File: src/rtl/arf_pkg.sv
package arf_pkg;

  typedef enum logic [1:0] {
    VIEW_WORD = 2'b00,
    VIEW_HALF = 2'b01,
    VIEW_LOB  = 2'b10,
    VIEW_HIB  = 2'b11
  } view_e;

  localparam int unsigned LANE_W = 8;

  function automatic logic is_byte_view(view_e v);
    return (v == VIEW_LOB) || (v == VIEW_HIB);
  endfunction

endpackage

File: src/rtl/arf_view_decode.sv
module arf_view_decode
  import arf_pkg::*;
#(
  parameter int unsigned NUM_REGS  = 8,
  parameter int unsigned BYTE_REGS = 4,
  parameter int unsigned DATA_W    = 32,
  localparam int unsigned IDX_W    = $clog2(NUM_REGS),
  localparam int unsigned LANES    = DATA_W / LANE_W
) (
  input  logic [IDX_W-1:0] idx,
  input  view_e            view,
  output logic             illegal,
  output logic [LANES-1:0] lane_en
);

  localparam int unsigned HALF_LANES = LANES / 2;

  always_comb begin
    illegal = is_byte_view(view) && (32'(idx) >= BYTE_REGS);
  end

  always_comb begin
    lane_en = '0;
    unique case (view)
      VIEW_WORD: lane_en = '1;
      VIEW_HALF: begin
        for (int l = 0; l < HALF_LANES; l++) lane_en[l] = 1'b1;
      end
      VIEW_LOB:  lane_en[0] = 1'b1;
      VIEW_HIB:  lane_en[1] = 1'b1;
      default:   lane_en = '0;
    endcase
    if (illegal) lane_en = '0;
  end

endmodule

File: src/rtl/arf_store.sv
module arf_store
  import arf_pkg::*;
#(
  parameter int unsigned NUM_REGS = 8,
  parameter int unsigned DATA_W   = 32,
  localparam int unsigned IDX_W   = $clog2(NUM_REGS),
  localparam int unsigned LANES   = DATA_W / LANE_W
) (
  input  logic                             clk,
  input  logic                             rst_n,
  input  logic                             wr_en,
  input  logic [IDX_W-1:0]                 wr_idx,
  input  logic [LANES-1:0]                 lane_en,
  input  logic [DATA_W-1:0]                wdata,
  output logic [NUM_REGS-1:0][DATA_W-1:0]  regs_q
);

  logic [NUM_REGS-1:0][LANES-1:0] lane_we;

  always_comb begin
    for (int r = 0; r < NUM_REGS; r++) begin
      for (int l = 0; l < LANES; l++) begin
        lane_we[r][l] = wr_en && (wr_idx == IDX_W'(r)) && lane_en[l];
      end
    end
  end

  always_ff @(posedge clk or negedge rst_n) begin
    if (!rst_n) begin
      regs_q <= '0;
    end else begin
      for (int r = 0; r < NUM_REGS; r++) begin
        for (int l = 0; l < LANES; l++) begin
          if (lane_we[r][l]) begin
            regs_q[r][l*LANE_W +: LANE_W] <= wdata[l*LANE_W +: LANE_W];
          end
        end
      end
    end
  end

endmodule

File: src/rtl/arf_read_port.sv
module arf_read_port
  import arf_pkg::*;
#(
  parameter int unsigned NUM_REGS = 8,
  parameter int unsigned DATA_W   = 32,
  localparam int unsigned IDX_W   = $clog2(NUM_REGS),
  localparam int unsigned LANES   = DATA_W / LANE_W
) (
  input  logic [NUM_REGS-1:0][DATA_W-1:0] regs,
  input  logic [IDX_W-1:0]                idx,
  input  logic [LANES-1:0]                lane_en,
  input  logic                            shift_down,
  output logic [DATA_W-1:0]               data
);

  logic [DATA_W-1:0] word;
  logic [DATA_W-1:0] masked;

  always_comb begin
    word = regs[idx];
    for (int l = 0; l < LANES; l++) begin
      masked[l*LANE_W +: LANE_W] = lane_en[l] ? word[l*LANE_W +: LANE_W] : '0;
    end
    data = shift_down ? (masked >> LANE_W) : masked;
  end

endmodule

File: src/rtl/aliased_regfile.sv
module aliased_regfile
  import arf_pkg::*;
#(
  parameter int unsigned NUM_REGS  = 8,
  parameter int unsigned BYTE_REGS = 4,
  parameter int unsigned DATA_W    = 32,
  localparam int unsigned IDX_W    = $clog2(NUM_REGS)
) (
  input  logic              clk,
  input  logic              rst_n,
  input  logic [IDX_W-1:0]  rd0_idx,
  input  logic [1:0]        rd0_sel,
  output logic [DATA_W-1:0] rd0_data,
  output logic              rd0_illegal,
  input  logic [IDX_W-1:0]  rd1_idx,
  input  logic [1:0]        rd1_sel,
  output logic [DATA_W-1:0] rd1_data,
  output logic              rd1_illegal,
  input  logic              wr_en,
  input  logic [IDX_W-1:0]  wr_idx,
  input  logic [1:0]        wr_sel,
  input  logic [DATA_W-1:0] wr_data,
  output logic              wr_illegal
);

  localparam int unsigned LANES  = DATA_W / LANE_W;
  localparam int unsigned NPORTS = 3;
  localparam int unsigned NREAD  = 2;

  logic [NPORTS-1:0][IDX_W-1:0] p_idx;
  logic [NPORTS-1:0][1:0]       p_sel;
  logic [NPORTS-1:0]            p_illegal;
  logic [NPORTS-1:0][LANES-1:0] p_lane;
  logic [NREAD-1:0][DATA_W-1:0] p_rdata;
  logic [DATA_W-1:0]            wr_aligned;
  logic [NUM_REGS-1:0][DATA_W-1:0] regs_q;

  assign p_idx = {wr_idx, rd1_idx, rd0_idx};
  assign p_sel = {wr_sel, rd1_sel, rd0_sel};

  for (genvar g = 0; g < NPORTS; g++) begin : g_dec
    arf_view_decode #(
      .NUM_REGS (NUM_REGS),
      .BYTE_REGS(BYTE_REGS),
      .DATA_W   (DATA_W)
    ) u_dec (
      .idx    (p_idx[g]),
      .view   (view_e'(p_sel[g])),
      .illegal(p_illegal[g]),
      .lane_en(p_lane[g])
    );
  end

  for (genvar g = 0; g < NREAD; g++) begin : g_rd
    arf_read_port #(
      .NUM_REGS(NUM_REGS),
      .DATA_W  (DATA_W)
    ) u_rd (
      .regs      (regs_q),
      .idx       (p_idx[g]),
      .lane_en   (p_lane[g]),
      .shift_down(view_e'(p_sel[g]) == VIEW_HIB),
      .data      (p_rdata[g])
    );
  end

  always_comb begin
    wr_aligned = (view_e'(wr_sel) == VIEW_HIB) ? (wr_data << LANE_W) : wr_data;
  end

  arf_store #(
    .NUM_REGS(NUM_REGS),
    .DATA_W  (DATA_W)
  ) u_store (
    .clk    (clk),
    .rst_n  (rst_n),
    .wr_en  (wr_en),
    .wr_idx (wr_idx),
    .lane_en(p_lane[2]),
    .wdata  (wr_aligned),
    .regs_q (regs_q)
  );

  assign rd0_data    = p_rdata[0];
  assign rd1_data    = p_rdata[1];
  assign rd0_illegal = p_illegal[0];
  assign rd1_illegal = p_illegal[1];
  assign wr_illegal  = p_illegal[2];

endmodule

File: config.mk
export PLATFORM = sky130hd
export DESIGN_NAME = aliased_regfile
export DESIGN_NICKNAME = d
export VERILOG_FILES = /design/src/rtl/arf_pkg.sv /design/src/rtl/arf_view_decode.sv /design/src/rtl/arf_store.sv /design/src/rtl/arf_read_port.sv /design/src/rtl/aliased_regfile.sv
export SDC_FILE = /design/constraint.sdc
export NUM_CORES = 1
export LEC_CHECK = 0
export BUFFER_PORTS_ARGS = -buffer_cell sky130_fd_sc_hd__buf_2
export CORE_MARGIN = 10
export CORE_UTILIZATION = 55
export DETAILED_ROUTE_END_ITERATION = 10
export PLACE_DENSITY = 0.73
export SLEW_MARGIN = 20
export SYNTH_ARGS = -nofsm -noshare
export SYNTH_HDL_FRONTEND = slang
export SYNTH_SLANG_ARGS = --single-unit
File: constraint.sdc
create_clock -name clk -period 3.5 [get_ports clk]
set_input_delay 0.7 -clock clk [delete_from_list [all_inputs] [get_ports clk]]
set_output_delay 0.7 -clock clk [all_outputs]
set_load 0.005 [all_outputs]
==> metrics.txt <==
endpoints failing hold=0; CP max stage delay=0.60 ns; number of synthesized register bits=between 200 and 300; Setup Fix Bufs, Post-CTS=0; crit-path max FO=31; area leader, netlist=dfrtp_1; Post-synth EDFFs=0; setup TNS=0 ns; # setup viols final=0; fin cells=1378; Crit Reg-Reg Startpoint=u_store.regs_q[65]; critical path, cell by cell=buf_4 -> buf_12 -> mux4_2 -> mux2i_1 -> nor2_1 -> buf_2; largest net degree at the start of global routing=99; number of global-route vias before repair=9433; Least-Margin Pin Slew=0.953 ns; Vias/cell=approximately 6.4; DR pass1 iterations=5; worst r2r path cells=1; Syn Std Cell Area=about 0.014 mm^2; Layout fillers=~1800; CTS Root Cell=clkbuf_16; core footprint=0.0252 mm^2; Clock Latency Late Sink=0.52 ns; ANT cells=0; dominant synthesized flop cell=dfrtp_1; post-synthesis net count=972; cell depth of the worst setup path=6; crit path capture=rd0_data[10]; final worst slack=between 0.5 and 0.6 ns; DR WL/cell=26.8 um; Area Overhead vs Synth=14.2%; Peak Freq=340 MHz; Int Pwr=6.79 mW; reg2reg setup slack=2.71 ns; Reg power frac=44.0%; data arrival time of the worst path=2.24 ns; count leader, synth=mux2_2; Switch Pwr=~2.5 mW; Via Count=8778; PwrDens=578 mW/mm^2; GR Overflow Total=0; gr busiest metal=met2; CTS Sinks=roughly 260; Slew HR=36.3%; gr usage total=22.7%; peak supply drop=0.487 mV; Post-synth ARST share=100%; H-tree Lvls=1; pre-CTS WS=between 0.5 and 0.6 ns; clock skew=0 ns; switching share of power=27.0%; Avg Inst Size Synth=15.3 um^2; hold slack=0.193 ns; die area=0.0324 mm^2; area of the multi-input gates=0.00736 mm^2; RSZ-0062 raised after global routing=no; top cells by area, synth=dfrtp_1 (45%), mux2_2 (22%), mux4_2 (20%); CP delay by family, top=multiplexers; cts bufs inserted=27; Worst setup startpoint=rd0_idx[0]; GR Util met2=36.0%; # rows=58; CP Buf/Inv Count=3; Top Ports=roughly 120; critical path launch point type=input port; warnings from Yosys=0; Reg area=0.00641 mm^2; maximum capacitance violations=0; worst min path class=input port to asynchronous set/reset pin; Leak=7.12 nW; Chip Height=180 um; initial antenna violation count=0; met1 Usage GRT=32.3%; Max Slew Vio Count=0; PortBufs=116; status=finished, final reports clean; Clk network pwr share=31.7%; Comb pwr share=between 20% and 30%; Initial Util=56.0%; CP max stage cell=mux4_2; Final nets=1080; Mapped Cells=~900; Residual DRC=0; post-CTS sizing=0; HPWL Detailed=23900 um; final period utilization=a little over four fifths; Util after Layout=63.9%; Placer Congestion=0.832; first-pass GRT wire length=58100 um; flip-flop count of the largest register after layout=256; met3 GRT Util=approximately 3.6%; Clock Path Buffers=3; Seq/Total Area, Yosys=45.5%; CTS hold repair buffers=0; endpoint class of the critical path=output port; min cycle time layout=2.94 ns; reg-to-reg endpoint=u_store.regs_q[65]; placed insts=1331; die width=180 um; synth cell count leaders=mux2_2 (280), dfrtp_1 (256), mux4_2 (128); post-synth top area share=between 40 and 50%; Top reg by flops=u_store.regs_q; clock transition at the registers of the reported paths=~0.060 ns; Crit path required time=2.80 ns; critical path class=input port to output port; Final ANT Viol Nets=0; drt total wl=roughly 37000 um; fraction of layout cells with a size suffix above 1=58.7%; post-synth cell types=33; DRT iter0 DRCs=828; TritonCTS clock tree=yes; Largest regs=u_store.regs_q x256
[routing by layer]
layer / vias up / wire (um) / part of all wire, %
li1: 3772 / - / -
met1: 4680 / 16700 / 45
met2: 273 / 17300 / 47
met3: 53 / 2320 / 6.3
met4: 0 / 662 / 1.8
met5: - / 0 / 0
[cell type report]
type	count	share of cell area, %
Timing Repair Buffer	148	6.20
Sequential cell	256	39.8
Clock buffer	36	4.84
Tap cell	330	2.56
Multi-Input combinational cell	595	45.7
Inverter	2	0.0466
Clock inverter	11	0.839
[placed cells by master, fill, tap and decap left out, types with 7 or more instances in the layout]
cell / synthesis / routed
clkbuf_8: 0 / 7
o22ai_1: 13 / 13
nor2_1: 52 / 52
clkbuf_16: 0 / 27
mux2i_1: 61 / 61
mux2_2: 280 / 280
buf_2: 30 / 113
dfrtp_1: 256 / 256
nand2_1: 13 / 13
mux4_2: 128 / 128
buf_12: 0 / 13
buf_4: 4 / 21
a22oi_1: 13 / 13
[cell families after synthesis]
| kind of cell | count (synthesis) | share of synthesized area, % |
|---|---|---|
| buf+inv | 71 | 2.33 |
| simple gates | 93 | 3.47 |
| mux | 469 | 47.2 |
| compound gates | 33 | 1.60 |
| flops | 256 | 45.5 |
[power by group through the flow]
stage,sequential [mW],clock (mW),combinational [mW]
3_5_place_dp,4.14,0,2.26
5_1_grt,4.20,3.12,2.44
2_1_floorplan,3.98,0,1.68
4_1_cts,4.09,2.99,2.27
6_report,4.10,2.95,2.26
3_3_place_gp,4.10,0,2.22
[worst min-delay path by stage]
stage | endpoint | start | depth (start not counted)
floorplan | u_store.regs_q[0] | rst_n | 0
global placement | u_store.regs_q[218] | u_store.regs_q[218] | 1
detailed placement | u_store.regs_q[209] | u_store.regs_q[209] | 1
CTS | u_store.regs_q[248] | rst_n | 1
global route | u_store.regs_q[248] | rst_n | 1
finish | u_store.regs_q[248] | rst_n | 1
[stage by stage]
stage / power [mW] / cell area, um^2
after floorplan: 5.67 / 14100
after global placement: 6.31 / 15200
after detailed placement: 6.40 / 15200
after CTS: 9.35 / 16100
after global routing: 9.76 / 16100
final: 9.31 / 16100
No activity file was read; power rests on OpenSTA's default activity.
